--- config.mk ---
export PLATFORM = sky130hd
export DESIGN_NAME = trap_ctrl
export DESIGN_NICKNAME = d
export VERILOG_FILES = /design/src/rtl/trap_pkg.sv /design/src/rtl/trap_status.sv /design/src/rtl/trap_timer.sv /design/src/rtl/trap_decide.sv /design/src/rtl/trap_ctrl.sv
export SDC_FILE = /design/constraint.sdc
export NUM_CORES = 1
export LEC_CHECK = 0
export ABC_AREA = 1
export BUFFER_PORTS_ARGS = -buffer_cell sky130_fd_sc_hd__buf_4
export CORE_ASPECT_RATIO = 1.1
export CORE_MARGIN = 5
export CORE_UTILIZATION = 58
export CTS_CLUSTER_DIAMETER = 40
export DETAILED_ROUTE_END_ITERATION = 16
export GPL_ROUTABILITY_DRIVEN = 1
export PLACE_DENSITY_LB_ADDON = 0.3
export SYNTH_ARGS = -nofsm -noshare
export SYNTH_HDL_FRONTEND = slang
export SYNTH_HIERARCHICAL = 1
export SYNTH_SLANG_ARGS = --single-unit
--- constraint.sdc ---
create_clock -name clk_i -period 3.3 [get_ports clk_i]
set_clock_uncertainty 0.05 [all_clocks]
set_input_delay 0.66 -clock clk_i [delete_from_list [all_inputs] [get_ports clk_i]]
set_output_delay 0.66 -clock clk_i [all_outputs]
set_load 0.005 [all_outputs]
--- src/rtl/trap_pkg.sv ---
package trap_pkg;
  localparam logic [2:0] CSR_STATUS  = 3'd0;
  localparam logic [2:0] CSR_CAUSE   = 3'd1;
  localparam logic [2:0] CSR_EPC     = 3'd2;
  localparam logic [2:0] CSR_EVEC    = 3'd3;
  localparam logic [2:0] CSR_BADADDR = 3'd4;
  localparam logic [2:0] CSR_COUNT   = 3'd5;
  localparam logic [2:0] CSR_COMPARE = 3'd6;

  localparam int ST_TE     = 0;  // trap enable
  localparam int ST_FP     = 1;
  localparam int ST_SH     = 2;
  localparam int ST_VE     = 3;
  localparam int ST_PS     = 4;
  localparam int ST_SU     = 5;
  localparam int ST_UW     = 6;
  localparam int ST_SW     = 7;
  localparam int ST_VM     = 8;
  localparam int ST_IM_LSB = 16;
  localparam int CA_IP_LSB = 16;
endpackage

--- src/rtl/trap_status.sv ---
module trap_status import trap_pkg::*; #(
  parameter int XLEN      = 32,
  parameter int IRQ_W     = 8,
  parameter bit HAS_W64   = 1'b1,
  parameter bit HAS_FLOAT = 1'b1,
  parameter bit HAS_SHORT = 1'b0,
  parameter bit HAS_VEC   = 1'b0
) (
  input  logic            clk_i,
  input  logic            rst_ni,
  input  logic            wr_i,
  input  logic [XLEN-1:0] wdata_i,
  input  logic            trap_i,
  output logic [XLEN-1:0] status_o,
  output logic            flush_o
);
  function automatic logic [XLEN-1:0] keep_mask();
    logic [XLEN-1:0] m;
    m = '0;
    m[ST_IM_LSB +: IRQ_W] = '1;
    m[ST_VM:ST_TE] = '1;
    if (!HAS_W64) begin
      m[ST_SW] = 1'b0;
      m[ST_UW] = 1'b0;
    end
    if (!HAS_FLOAT) m[ST_FP] = 1'b0;
    if (!HAS_SHORT) m[ST_SH] = 1'b0;
    if (!HAS_VEC)   m[ST_VE] = 1'b0;
    return m;
  endfunction

  function automatic logic [XLEN-1:0] reset_value();
    logic [XLEN-1:0] r;
    r = '0;
    r[ST_SU] = 1'b1;
    r[ST_SW] = HAS_W64;
    return r;
  endfunction

  localparam logic [XLEN-1:0] KeepMask = keep_mask();
  localparam logic [XLEN-1:0] RstVal   = reset_value();

  logic [XLEN-1:0] st_q;
  logic            flush_q;

  always_ff @(posedge clk_i or negedge rst_ni) begin
    if (!rst_ni) begin
      st_q    <= RstVal;
      flush_q <= 1'b0;
    end else begin
      flush_q <= trap_i | wr_i;
      if (trap_i) begin
        st_q[ST_TE] <= 1'b0;
        st_q[ST_SU] <= 1'b1;
        st_q[ST_PS] <= st_q[ST_SU];
      end else if (wr_i) begin
        st_q <= wdata_i & KeepMask;
      end
    end
  end

  assign status_o = st_q;
  assign flush_o  = flush_q;
endmodule

--- src/rtl/trap_timer.sv ---
module trap_timer #(
  parameter int XLEN = 32
) (
  input  logic            clk_i,
  input  logic            rst_ni,
  input  logic            retire_i,
  input  logic            cnt_wr_i,
  input  logic            cmp_wr_i,
  input  logic [XLEN-1:0] wdata_i,
  output logic [XLEN-1:0] count_o,
  output logic [XLEN-1:0] compare_o,
  output logic            hit_o
);
  logic [XLEN-1:0] cnt_q, cmp_q;

  always_ff @(posedge clk_i or negedge rst_ni) begin
    if (!rst_ni) begin
      cnt_q <= '0;
      cmp_q <= '0;
    end else begin
      if (cnt_wr_i)      cnt_q <= wdata_i;
      else if (retire_i) cnt_q <= cnt_q + 1'b1;
      if (cmp_wr_i)      cmp_q <= wdata_i;
    end
  end

  // match on the pre-increment value
  assign hit_o     = retire_i && (cnt_q == cmp_q);
  assign count_o   = cnt_q;
  assign compare_o = cmp_q;
endmodule

--- src/rtl/trap_decide.sv ---
module trap_decide import trap_pkg::*; #(
  parameter int XLEN      = 32,
  parameter int IRQ_W     = 8,
  parameter int CODE_W    = 5,
  parameter int NUM_TRAPS = 16,
  parameter int IRQ_CODE  = 15
) (
  input  logic [XLEN-1:0]   status_i,
  input  logic [IRQ_W-1:0]  pend_i,
  input  logic              fatal_i,
  input  logic              retire_i,
  input  logic              exc_valid_i,
  input  logic [CODE_W-1:0] exc_code_i,
  output logic              take_o,
  output logic [CODE_W-1:0] code_o,
  output logic              error_o
);
  logic te, irq, bad;

  assign te  = status_i[ST_TE];
  assign irq = retire_i && te && |(pend_i & status_i[ST_IM_LSB +: IRQ_W]);
  assign bad = exc_valid_i && (!te || (int'(exc_code_i) >= NUM_TRAPS));

  // exception wins over interrupt
  assign code_o  = exc_valid_i ? exc_code_i : CODE_W'(IRQ_CODE);
  assign take_o  = (exc_valid_i || irq) && !bad && !fatal_i;
  assign error_o = bad;
endmodule

--- src/rtl/trap_ctrl.sv ---
module trap_ctrl import trap_pkg::*; #(
  parameter int XLEN      = 32,
  parameter int IRQ_W     = 8,
  parameter int CODE_W    = 5,
  parameter int NUM_TRAPS = 16,
  parameter int IRQ_CODE  = 15,
  parameter int TIMER_BIT = 7,
  parameter bit HAS_W64   = 1'b1,
  parameter bit HAS_FLOAT = 1'b1,
  parameter bit HAS_SHORT = 1'b0,
  parameter bit HAS_VEC   = 1'b0
) (
  input  logic              clk_i,
  input  logic              rst_ni,
  input  logic              retire_i,
  input  logic [XLEN-1:0]   pc_i,
  input  logic              exc_valid_i,
  input  logic [CODE_W-1:0] exc_code_i,
  input  logic [XLEN-1:0]   bad_addr_i,
  input  logic              csr_we_i,
  input  logic [2:0]        csr_addr_i,
  input  logic [XLEN-1:0]   csr_wdata_i,
  output logic [XLEN-1:0]   csr_rdata_o,
  output logic              trap_o,
  output logic [CODE_W-1:0] trap_code_o,
  output logic [XLEN-1:0]   trap_vec_o,
  output logic              fatal_o,
  output logic              wide_o,
  output logic              sup_o,
  output logic              vm_en_o,
  output logic              tlb_flush_o
);
  logic [XLEN-1:0]   status_q, count_q, compare_q, cause_w;
  logic [XLEN-1:0]   epc_q, evec_q, bad_q;
  logic [IRQ_W-1:0]  pend_q, pend_n;
  logic [CODE_W-1:0] code_q, take_code;
  logic              take, error, hit, fatal_q, we;

  assign we = csr_we_i && !take;  // trap cycle drops the write

  trap_decide #(
    .XLEN(XLEN), .IRQ_W(IRQ_W), .CODE_W(CODE_W),
    .NUM_TRAPS(NUM_TRAPS), .IRQ_CODE(IRQ_CODE)
  ) i_decide (
    .status_i(status_q), .pend_i(pend_q), .fatal_i(fatal_q),
    .retire_i(retire_i), .exc_valid_i(exc_valid_i), .exc_code_i(exc_code_i),
    .take_o(take), .code_o(take_code), .error_o(error)
  );

  trap_status #(
    .XLEN(XLEN), .IRQ_W(IRQ_W), .HAS_W64(HAS_W64), .HAS_FLOAT(HAS_FLOAT),
    .HAS_SHORT(HAS_SHORT), .HAS_VEC(HAS_VEC)
  ) i_status (
    .clk_i(clk_i), .rst_ni(rst_ni),
    .wr_i(we && csr_addr_i == CSR_STATUS), .wdata_i(csr_wdata_i),
    .trap_i(take), .status_o(status_q), .flush_o(tlb_flush_o)
  );

  trap_timer #(.XLEN(XLEN)) i_timer (
    .clk_i(clk_i), .rst_ni(rst_ni), .retire_i(retire_i),
    .cnt_wr_i(we && csr_addr_i == CSR_COUNT),
    .cmp_wr_i(we && csr_addr_i == CSR_COMPARE),
    .wdata_i(csr_wdata_i), .count_o(count_q), .compare_o(compare_q), .hit_o(hit)
  );

  always_comb begin
    pend_n = pend_q;
    if (we && csr_addr_i == CSR_CAUSE) begin
      pend_n = csr_wdata_i[CA_IP_LSB +: IRQ_W];
      pend_n[TIMER_BIT] = 1'b0;  // acknowledge timer
    end
    if (hit) pend_n[TIMER_BIT] = 1'b1;
  end

  always_ff @(posedge clk_i or negedge rst_ni) begin
    if (!rst_ni) begin
      pend_q  <= '0;
      code_q  <= '0;
      epc_q   <= '0;
      evec_q  <= '0;
      bad_q   <= '0;
      fatal_q <= 1'b0;
    end else begin
      pend_q  <= pend_n;
      fatal_q <= fatal_q | error;
      if (take) begin
        code_q <= take_code;
        epc_q  <= pc_i;
        bad_q  <= bad_addr_i;
      end else begin
        if (we && csr_addr_i == CSR_EPC)  epc_q  <= csr_wdata_i;
        if (we && csr_addr_i == CSR_EVEC) evec_q <= csr_wdata_i;
      end
    end
  end

  always_comb begin
    cause_w = '0;
    cause_w[CODE_W-1:0] = code_q;
    cause_w[CA_IP_LSB +: IRQ_W] = pend_q;
  end

  always_comb begin
    case (csr_addr_i)
      CSR_STATUS:  csr_rdata_o = status_q;
      CSR_CAUSE:   csr_rdata_o = cause_w;
      CSR_EPC:     csr_rdata_o = epc_q;
      CSR_EVEC:    csr_rdata_o = evec_q;
      CSR_BADADDR: csr_rdata_o = bad_q;
      CSR_COUNT:   csr_rdata_o = count_q;
      CSR_COMPARE: csr_rdata_o = compare_q;
      default:     csr_rdata_o = '0;
    endcase
  end

  assign trap_o      = take;
  assign trap_code_o = take_code;
  assign trap_vec_o  = evec_q;
  assign fatal_o     = fatal_q;
  assign sup_o       = status_q[ST_SU];
  assign vm_en_o     = status_q[ST_VM];
  assign wide_o      = status_q[ST_SU] ? status_q[ST_SW] : status_q[ST_UW];
endmodule

# == Word-level counts from Yosys, hierarchy flattened ==
# Index checks and enable logic that the tools add are counted.
# word_totals
inputBits,109
output_inout_bits,75
wordCells,64
regBits,190
# classes
muxes,12
n_bitwise,4
magnitude_cmp,1
addsub,1
n_reduce_logical,27
n_eq_ne,7
# ops
operator,n
$pmux 32 s7,1
$mux 32,4
$add 32x1->32 const B,1
$eq 32x32->1,1
$logic_and 1x1->1,13
$eq 3x3->1 const B,3
$and 8x8->8,1
$mux 8,1
$reduce_bool 2->1,4
$reduce_or 8->1,1
$eq 3x2->1 const B,2
$mux 6,1
$ge 5x5->1 const B,1
$mux 5,1
$logic_not 1->1,4
$reduce_and 2->1,2
$eq 3x1->1 const B,1
$logic_not 3->1,1
$mux 1,3
$logic_or 1x1->1,2
$mux 2,1
$or 1x1->1,2
$not 1->1,1

# == Logic depth before layout (Yosys ltp) ==
# Gate-level depths: netlist of the first run.
# logic_depth
ltp_word,11
mapped_depth,15
depth_no_buf,13

# == Modules after synthesis ==
# Netlist of the first run, hierarchy kept.
# modules_own_cells
mod,area_per_inst_um2,seq_area_each_um2,cells_per_inst,instances
trap_ctrl,6830.3,2752.6,1030,1
trap_timer,3895.0,1601.5,547,1
trap_status,765.7,402.9,88,1
trap_decide,130.1,0.0,30,1

# == Worst setup path before layout of the first run ==
# No wires, ideal clock.
# synth_path
path_type,in2reg
from,input exc_code_i[4]
to,"register i_timer.cnt_q[22], in the netlist i_timer/count_o[22]"
t_arrival_ps,2833
path_stages,15
setup_ps,66
slack_ps,350
t_required_ps,3184
cell_sequence,nand2_1 inv_2 nor2_1 inv_1 or2_1 a21oi_2 nor2_1 inv_1 clkbuf_1 nor2_1 clkbuf_1 nor2_2 buf_2 a22oi_1 nand2_1
# synth_between
elab_chain_len,10
word_cells_on_any_way,11
cone_classes,order compare: 1; mux: 1; reduce/logical: 9
# synth_rtl
element,line,rtl
from (decl),trap_ctrl.sv:18,"input logic [CODE_W-1:0] exc_code_i,"
$ge 5x5->1 *,trap_decide.sv:22,assign bad = exc_valid_i && (!te || (int'(exc_code_i) >= NUM_TRAPS));
$logic_or 1x1->1 *,trap_decide.sv:22,
$logic_and 1x1->1 *,trap_decide.sv:22,
via error,trap_ctrl.sv:37,"logic take, error, hit, fatal_q, we;"
$logic_not 1->1 *,trap_decide.sv:26,assign take_o = (exc_valid_i || irq) && !bad && !fatal_i;
$logic_and 1x1->1 * (2 in a row),trap_decide.sv:26,
via trap_o,trap_ctrl.sv:24,"output logic trap_o,"
$logic_not 1->1 *,trap_ctrl.sv:39,assign we = csr_we_i && !take;
$logic_and 1x1->1 *,trap_ctrl.sv:39,
$logic_and 1x1->1 *,trap_ctrl.sv:61,".cnt_wr_i(we && csr_addr_i == CSR_COUNT),"
$mux 32 / $reduce_bool 2->1 (equally long branches),-,
to (signal assigned),trap_timer.sv:21,if (cnt_wr_i) cnt_q <= wdata_i;
to (signal assigned),trap_timer.sv:22,else if (retire_i) cnt_q <= cnt_q + 1'b1;
to (decl),trap_timer.sv:14,"logic [XLEN-1:0] cnt_q, cmp_q;"
# The timed path passes the listed nets; every way through them passes the cells marked *.
# A chain may end at the register's enable or synchronous reset.

# == Worst setup path after layout of the first run ==
# layout_path
from,input csr_addr_i[2]
to,output csr_rdata_o[15]
# layout_between
elab_chain_len,2
word_cells_on_any_way,8
cone_classes,eq/ne: 6; mux: 1; reduce/logical: 1
# layout_rtl
element,line,rtl
from (decl),trap_ctrl.sv:21,"input logic [2:0] csr_addr_i,"
$eq 3x3->1 (tied with other cells),trap_ctrl.sv:104,case (csr_addr_i)
$pmux 32 s7 *,trap_ctrl.sv:104,
to (decl),trap_ctrl.sv:23,"output logic [XLEN-1:0] csr_rdata_o,"
# Every way passes the cells marked *; elsewhere a longest branch is shown, timed or not.

==> metrics.md, run 1 <==
| Metric | Value |
|---|---|
| Row count | `54` |
| Routed WL | `41900 um` |
| Share of cells above drive strength 1 | `16.9%` |
| Number of gates resized after cts | `0` |
| Sw Pwr | `0.00246 W` |
| Crit path DAT | `2210 ps` |
| N_diodes | `0` |
| Status | `complete, no violations` |
| Starting Density | `58.7%` |
| Setup Fix Bufs, Post-CTS | `0` |
| Ys Warns | `6` |
| Int Pwr | `0.00453 W` |
| DPL Wire Length | `30000 um` |
| Global-route wire length before repair | `64800 um` |
| Die ar. | `0.0230 sq mm` |
| First-pass detailed-route iteration total | `6` |
| Most used cell, CP | `buf_4` |
| Hold Vio Cnt, Final | `0` |
| Die width | `145 um` |
| R2R setup slack | `440 ps` |
| Most used flip-flop cell after synthesis | `dfrtp_1` |
| Combinational Power Share | `24.0%` |
| CTS clk-pin slew, worst paths | `70 ps` |
| Slowest cell on crit path | `buf_4` |
| Critical path required time | `2590 ps` |
| Period minus WS final | `2920 ps` |
| DRT antenna net count | `0` |
| Wl on met1 | `16200 um` |
| Clk buf depth | `2` |
| Crit path largest cell delay | `430 ps` |
| Fill cells | `1716` |
| Async SR Flop Fraction | `100%` |
| Share of the synthesized area in the top cell type | `40.5%` |
| TNS Setup | `0 ps` |
| CTS root buffer | `clkbuf_16` |
| RSZ-0062 raised after global routing | `false` |
| NumNets Final | `1946` |
| Placer Congestion | `1.02` |
| Largest net degree at the start of global routing | `89` |
| Critical path type | `in2out` |
| Critical Path Source Type | `input port` |
| Clock network power share | `30.1%` |
| Chip height | `158 um` |
| I/O pins | `184` |
| WL met3 | `4700 um` |
| Tot GR Track Use | `35.7%` |
| DRC | `0` |
| Cells after synthesis | `1695` |
| Antenna violations before repair | `0` |
| Worst r2r dst | `trap_vec_o[12]` |
| Max cap viols | `0` |
| Achievable Freq | `342 MHz` |
| List of most frequent post-synthesis cells | `nand2_1, dfrtp_1, nand3_1` |
| Syn avg cell area | `6.86 sq um` |
| Tcrit/Tclk final | `88.6%` |
| CP endpoint | `csr_rdata_o[15]` |
| Area Overhead vs Synth | `17.9%` |
| Storage cell area | `0.00476 sq mm` |
| Routed vias/inst | `5.91` |
| Reg-to-Reg Start | `pend_q[1]` |
| Power Total | `0.00700 W` |
| Final setup vio count | `0` |
| Leakage | `7.28 nW` |
| Vias post-DR | `12.4k` |
| Vias in the first global route | `11.7k` |
| Post-synthesis register bit count | `190` |
| PwrDens | `510 mW/mm^2` |
| PnR worst setup slack | `375 ps` |
| Worst Setup End Kind | `primary output` |
| Area occupied by multi-input gates | `0.00583 sq mm` |
| Clock Latency Late Sink | `440 ps` |
| Switching Fraction | `35.2%` |
| Yosys cell types | `38` |
| VDD IR max | `0.372 mV` |
| CTS sink cnt | `190` |
| Sequential share of power | `45.9%` |
| Slew Limit Headroom | `37.2%` |
| Remaining global-route overflow | `0` |
| Worst min path class | `in2async` |
| Iteration-0 DRC Markers | `1478` |
| Synth area leaders | `dfrtp_1, nand2_1, nand3_1` |
| Placeable Area | `0.0198 sq mm` |
| WL per Instance | `19.9 um` |
| Cts bufs inserted | `17` |
| CTS tree | `done` |
| Max Transition Viols Final | `0` |
| Yosys top cell by area | `dfrtp_1` |
| Post-synth EDFFs | `0` |
| Hold-fix buffers at CTS | `0` |
| CP Cell Sequence | `buf_4 -> buf_4 -> nand3_1 -> nor2_1 -> a21oi_1 -> nand2_1 -> buf_4` |
| R2R depth | `11` |
| Max FO, Critical Path | `35` |
| Htree depth | `4` |
| Port Buf Inserts | `183` |
| Most common cell in the synthesized netlist | `nand2_1` |
| Worst-margin pin slew | `940 ps` |
| Post-place setup slack | `275 ps` |
| Post-Syn Area | `0.0116 sq mm` |
| Metal2 WL | `19400 um` |
| Worst Setup SP | `csr_addr_i[2]` |
| Highest Signal Layer | `met4` |
| Post-synthesis sequential area ratio | `40.9%` |
## worst min path at each step
stage	end	slack [ps]	depth (start not counted)
4_1_cts	code_q[1]	250	1
3_5_place_dp	bad_q[0]	410	2
6_report	code_q[1]	230	1
5_1_grt	bad_q[18]	280	1
2_1_floorplan	bad_q[0]	310	0
3_3_place_gp	bad_q[8]	410	2
## power groups by stage
stage / Clock [W] / Sequential, W / Combinational (W)
after floorplan: 0 / 0.00308 / 0.000949
after global placement: 0 / 0.00323 / 0.00160
after detailed placement: 0 / 0.00323 / 0.00165
after CTS: 0.00210 / 0.00319 / 0.00166
after global routing: 0.00220 / 0.00326 / 0.00186
final: 0.00210 / 0.00321 / 0.00168
## critical path: cells and delay by family
kind / cells / cell delay, ps
buf+inv: 3 / 790
compound gates: 1 / 70
simple gates: 3 / 680
## sequential cells by signal, summed over array words and instances, names as in the netlist, 5 cells and up
signal	flops
epc_q	32
code_q	5
i_timer/count_o	32
trap_vec_o	32
bad_q	32
i_status/status_o	15
i_timer/compare_o	32
pend_q	8
## final cells by class
type	count	area share [%]
clock inverter	14	1.05
sequential	190	34.7
clock buffer	18	3.20
timing repair buffer	224	12.6
tap	252	2.30
multi-input combinational	1273	42.6
inverter	130	3.60
## placed cells by master (no fill, tap or decap), types with 14 or more instances in the layout
master,count
o21ai_1,18
a22oi_1,25
dfrtp_1,188
inv_1,123
nand3_1,137
nor2_1,114
o21ai_0,86
conb_1,17
clkbuf_16,17
xor2_1,14
nand2_1,687
nand4_1,105
buf_4,220
## cells by family (layout without fill, tap and decap cells)
| kind of cell | count (synthesis) | in the layout | synth area share (%) |
|---|---|---|---|
| buf+inv | 248 | 386 | 9.54 |
| xor+xnor | 16 | 16 | 1.21 |
| other cells | 1 | 17 | 0.0323 |
| fa+ha+maj | 1 | 1 | 0.108 |
| compound gates | 144 | 144 | 6.96 |
| mux | 10 | 10 | 0.969 |
| simple gates | 1085 | 1085 | 40.3 |
| flops | 190 | 190 | 40.9 |
## per-stage QoR
| step | std cells | instance area (sq um) | hold slack [ps] | utilization, % |
|---|---|---|---|---|
| 2_1_floorplan | 1711 | 11700 | 314 | - |
| 3_3_place_gp | 2069 | 13100 | 407 | 66.3 |
| 3_5_place_dp | 2069 | 13100 | 414 | 66.3 |
| 4_1_cts | 2101 | 13700 | 250 | 69.2 |
| 5_1_grt | 2101 | 13700 | 283 | 69.2 |
| 6_report | 2101 | 13700 | 230 | 69.2 |
## layer usage
metal	up-vias	global-route usage (%)
li1	5713	-
met4	0	15.1
met5	-	0
met2	801	57.0
met1	5791	47.6
met3	112	7.88
Power figures use the tool's default switching activity.
==> run 2, diff against run 1 <==
==> constraint.sdc (replaced) <==
create_clock -name clk_i -period 3.3 [get_ports clk_i]
set_clock_uncertainty 0.05 [all_clocks]
set_input_delay 0.165 -clock clk_i [delete_from_list [all_inputs] [get_ports clk_i]]
set_output_delay 0.165 -clock clk_i [all_outputs]
set_load 0.005 [all_outputs]
==> run 2 against run 1 <==
Compared with the run above: global-route usage grew 1.7 points; clock power grew 3%; via count grew 4.1%; combinational power grew 6%; register-to-register slack gained 280 ps; die area is the same; final area grew 6.0%; flip-flop and latch count is the same; power grew 2.2%; cell count grew 3.7%.
==> metrics.md, run 2 (synthesized netlist as in run 1, its figures left out) <==
| Metric | Value |
|---|---|
| Routed WL | `43800 um` |
| DRC | `0` |
| Die width | `145 um` |
| Vias post-DR | `12.9k` |
| Cts bufs inserted | `17` |
| Max cap viols | `0` |
| First-pass detailed-route iteration total | `8` |
| Worst r2r dst | `i_timer/compare_o[21]` |
| Area Overhead vs Synth | `25.0%` |
| Clk buf depth | `2` |
| Hold WS | `3.30 ps` |
| Fin util | `73.4%` |
| Htree depth | `4` |
| WL per Instance | `20.1 um` |
| Slowest cell on crit path | `buf_4` |
| Period minus WS final | `2640 ps` |
| Critical Path Source Type | `flip-flop` |
| TNS Setup | `0 ps` |
| Global-route wire length before repair | `68200 um` |
| Achievable Freq | `379 MHz` |
| Reg-to-Reg Start | `i_status/status_o[20]` |
| Chip height | `158 um` |
| Commonest cells after routing, fill and taps aside | `nand2_1, buf_4, dfrtp_1` |
| Number of gates resized after cts | `0` |
| Antenna violations before repair | `0` |
| Worst Setup End Kind | `primary output` |
| CTS root buffer | `clkbuf_16` |
| Worst min path class | `in2reg` |
| Metal2 WL | `20400 um` |
| Final setup vio count | `0` |
| Crit path DAT | `2430 ps` |
| WHS Path Cells | `5` |
| Hold Vio Cnt, Final | `0` |
| Port Buf Inserts | `183` |
| Placer Congestion | `1.01` |
| Crit path largest cell delay | `740 ps` |
| Highest Signal Layer | `met4` |
| Post-placement cell count | `2056` |
| I/O pins | `184` |
| R2R depth | `12` |
| Iteration-0 DRC Markers | `1649` |
| Placeable Area | `0.0198 sq mm` |
| Post-Layout Cell Count | `2178` |
| CP Cell Sequence | `nor2_1 -> nor2_1 -> inv_1 -> or2_1 -> a21oi_4 -> buf_4 -> buf_4` |
| Vias in the first global route | `12.3k` |
| Max Transition Viols Final | `0` |
| Status | `complete, no violations` |
| Critical path required time | `3080 ps` |
| CTS sink cnt | `190` |
| CP endpoint | `trap_o` |
| Slew Limit Headroom | `38.0%` |
| Worst Setup SP | `i_status/status_o[0]` |
| VDD IR max | `0.395 mV` |
| Routed vias/inst | `5.94` |
| NumNets Final | `2022` |
| Max FO, Critical Path | `87` |
| R2R setup slack | `720 ps` |
| DPL Wire Length | `30200 um` |
| Tcrit/Tclk final | `80.0%` |
| Die ar. | `0.0230 sq mm` |
| RSZ-0062 raised after global routing | `false` |
| Worst-margin pin slew | `930 ps` |
| Leakage | `7.60 nW` |
| DRT antenna net count | `0` |
| Row count | `54` |
| CTS tree | `done` |
| Clock Latency Late Sink | `440 ps` |
| CTS clk-pin slew, worst paths | `80 ps` |
| Largest net degree at the start of global routing | `88` |
| Starting Density | `58.7%` |
| Share of cells above drive strength 1 | `15.5%` |
| Tot GR Track Use | `37.5%` |
| Wl on met1 | `16400 um` |
| Remaining global-route overflow | `0` |
| Commonest non-fill, non-tap cell in the layout | `nand2_1` |
| Critical path type | `reg2out` |
| PwrDens | `492 mW/mm^2` |
| WL met3 | `5010 um` |
==> run 2: cell types whose count changed in the layout (fill, tap and decap cells not counted), sizes merged <==
cell         previous run  this run
diode                   0         1
buf                   223       210
inv                   138       136
bufinv                  1         2
dlygate4sd3             0        89
clkinv                  5         6
==> run 2: metrics by stage <==
stage          total power, W  area [sq um]  worst slack (ps)
6_report              0.00715         14500               659
5_1_grt               0.00747         14500               522
4_1_cts               0.00709         14500               687
3_5_place_dp          0.00487         13000               788
3_3_place_gp          0.00482         13000               839
2_1_floorplan         0.00403         11700               722
==> run 2: layout make-up <==
| cell class | instances | area [sq um] |
|---|---|---|
| tap | 252 | 315 |
| timing repair buffer | 300 | 2520 |
| clock inverter | 14 | 178 |
| sequential | 190 | 4760 |
| inverter | 130 | 493 |
| antenna | 1 | 2.50 |
| multi-input combinational | 1273 | 5830 |
| fill | 1555 | 5270 |
| clock buffer | 18 | 429 |
==> run 2: worst min-delay path by stage <==
stage / slack (ps) / start / endpoint
floorplan: -180 / rst_ni / bad_q[0]
global placement: 150 / rst_ni / code_q[2]
detailed placement: 150 / rst_ni / code_q[1]
CTS: 0.8 / pc_i[0] / epc_q[0]
global route: 30 / pc_i[0] / epc_q[0]
finish: 3 / pc_i[0] / epc_q[0]
==> run 2: worst max-delay path, delay by kind of cell, from the launching register on <==
family	cells	cell delay, ps
flip-flops	1	390
AO/OA/AOI/OAI	1	150
AND/OR/NAND/NOR	3	380
buffers and inverters	3	1030
==> run 2: repair_timing <==
action / CTS / global route
buffers inserted: 0 / 0
hold buffers: 89 / 0
endpoints found under the hold margin: 219 / 0
==> run 2: power by group <==
group	leakage, nW	internal, W	switching [W]	total (W)
combinational	4.91	0.000762	0.00102	0.00178
sequential	2.40	0.00274	0.000467	0.00321
clock	0.297	0.00115	0.00101	0.00216
==> run 2: per-layer routing <==
metal  vias up  track usage (%)
met5         -                0
met4         0             16.0
met3       148             8.37
met2       890             60.6
met1      6032             49.1
li1       5860                -
==> run 3, diff against run 2 <==
clock period = 2.6 ns   (was 3.3 ns; I/O delays follow)
==> run 3 against run 2 <==
Compared with the run above: routed wire length rose by 1.7%; via count is 1.5% higher; largest cell class unchanged; critical path depth increased by 9; global-route usage rose by 0.38 points; critical path type is now in2reg; sequential share of layout area is 0.55 points lower.
==> metrics.md, run 3 (synthesized netlist as in run 1, its figures left out) <==
| Metric | Value |
|---|---|
| Placeable Area | `0.0198 sq mm` |
| Global-route wire length before repair | `68800 um` |
| Placer Congestion | `1.02` |
| TNS Setup | `0 ps` |
| Antenna violations before repair | `1` |
| Int Pwr | `0.00592 W` |
| Crit path DAT | `2720 ps` |
| Achievable Freq | `407 MHz` |
| Commonest cells after routing, fill and taps aside | `nand2_1, buf_4, dfrtp_1` |
| Crit path largest cell delay | `530 ps` |
| Worst Setup End Kind | `flip-flop` |
| Max Transition Viols Final | `0` |
| Vias post-DR | `13.1k` |
| Htree depth | `4` |
| CTS tree | `done` |
| Slowest cell on crit path | `dlygate4sd3_1` |
| Chip height | `158 um` |
| WHS Path Cells | `5` |
| Critical path required time | `2860 ps` |
| Hold_sp | `pc_i[7]` |
| Worst min path class | `in2reg` |
| CTS clk-pin slew, worst paths | `70 ps` |
| DRC | `0` |
| Critical path type | `in2reg` |
| Die width | `145 um` |
| Port Buf Inserts | `183` |
| Die ar. | `0.0230 sq mm` |
| Slew Limit Headroom | `44.5%` |
| DPL Wire Length | `30100 um` |
| Sequential share of power | `44.6%` |
| Switching Fraction | `34.9%` |
| Clk buf depth | `2` |
| Row count | `54` |
| RSZ-0062 raised after global routing | `true` |
| Vias in the first global route | `12.4k` |
| R2R setup slack | `150 ps` |
| Tot GR Track Use | `37.8%` |
| Critical Path Source Type | `input port` |
| Tcrit/Tclk final | `94.4%` |
| Remaining global-route overflow | `0` |
| Max FO, Critical Path | `33` |
| Worst r2r dst | `i_timer/compare_o[13]` |
| WL per Instance | `20.2 um` |
| CP Cell Sequence | `dlygate4sd3_1 -> buf_4 -> nand2_1 -> inv_2 -> nor2_1 -> inv_1 -> or2_1 -> a21oi_4 -> nor2_1 -> inv_1 -> buf_4 -> nor4_2 -> buf_4 -> buf_6 -> nand2_1 -> o21ai_0` |
| Delay-heaviest family, CP | `buffers and inverters` |
| Worst-margin pin slew | `833 ps` |
| Post-place setup slack | `29.3 ps` |
| Final setup vio count | `0` |
| Starting Density | `58.7%` |
| Reg-to-Reg Start | `pend_q[7]` |
| Power Total | `0.00910 W` |
| CTS sink cnt | `190` |
| VDD IR max | `0.523 mV` |
| R2R depth | `12` |
| Status | `complete, no violations` |
| Most used cell, CP | `buf_4` |
| DRT antenna net count | `0` |
| Sw Pwr | `0.00317 W` |
| Hold EP | `epc_q[7]` |
| Max cap viols | `0` |
| Cts bufs inserted | `17` |
| Commonest non-fill, non-tap cell in the layout | `nand2_1` |
| Largest net degree at the start of global routing | `90` |
| Leakage | `7.71 nW` |
| First-pass detailed-route iteration total | `9` |
| PwrDens | `616 mW/mm^2` |
| Routed WL | `44500 um` |
| PnR worst setup slack | `144 ps` |
| CTS root buffer | `clkbuf_16` |
| Routed vias/inst | `5.96` |
| I/O pins | `184` |
| Hold Vio Cnt, Final | `0` |
| Share of cells above drive strength 1 | `16.0%` |
| Number of cells on the critical path | `16` |
| NumNets Final | `2046` |
| Period minus WS final | `2460 ps` |
| Area Overhead vs Synth | `27.1%` |
| WP buf/inv | `8` |
| Clock Latency Late Sink | `440 ps` |
| Combinational Power Share | `25.2%` |
| Iteration-0 DRC Markers | `1670` |
| Clock network power share | `30.2%` |
-- run 3: worst min-delay path, stage by stage --
cell	delay (ps)
buf_4	90
nand2_1	70
nand2_1	80
nand2_1	50
nand2_1	60
-- run 3: repair_timing --
item | CTS | global route
pin swaps | 0 | 0
hold buffers | 101 | 0
gates resized for setup | 2 | 5
buffers inserted | 0 | 1
endpoints found under the setup margin | 1 | 40
endpoints found under the hold margin | 248 | 0
-- run 3: worst max-delay path by stage --
| stage | start | to |
|---|---|---|
| 2_1_floorplan | i_status/status_o[0] | i_timer/count_o[22] |
| 3_3_place_gp | i_status/status_o[0] | i_timer/count_o[2] |
| 3_5_place_dp | i_status/status_o[0] | i_timer/count_o[2] |
| 4_1_cts | exc_code_i[4] | trap_o |
| 5_1_grt | exc_code_i[4] | i_timer/compare_o[11] |
| 6_report | exc_code_i[4] | i_timer/compare_o[7] |
-- run 3: area by class of cell --
class                      instances  area, sq um
tap                              252          315
sequential                       190         4760
clock inverter                    15          171
clock buffer                      17          425
timing repair buffer             324         2770
inverter                         130          493
antenna                            1         2.50
multi-input combinational       1273         5840
fill                            1538         5020
-- run 3: per-stage QoR --
step	cell area, sq um	util [%]	hold slack (ps)	cells
3_5_place_dp	13100	66.3	155	2067
4_1_cts	14700	74.4	4.23	2200
6_report	14800	74.6	20.2	2202
5_1_grt	14800	74.6	55.2	2202
2_1_floorplan	11700	-	-216	1711
3_3_place_gp	13100	66.3	164	2067
-- run 3: power groups by stage --
stage          registers (W)  clock network (W)  logic [W]
6_report             0.00406            0.00274    0.00230
5_1_grt              0.00412            0.00285    0.00252
4_1_cts              0.00403            0.00274    0.00224
3_5_place_dp         0.00408                  0    0.00210
3_3_place_gp         0.00406                  0    0.00205
2_1_floorplan        0.00391                  0    0.00120
-- run 3: layer usage --
layer	share of wire, %	wire length (um)	global-route usage, %	vias up
li1	-	-	-	5900
met1	37	16500	50.4	6168
met2	47	20700	60.6	899
met3	12	5190	7.29	162
met4	4.7	2080	17.1	0
met5	0	0	0	-
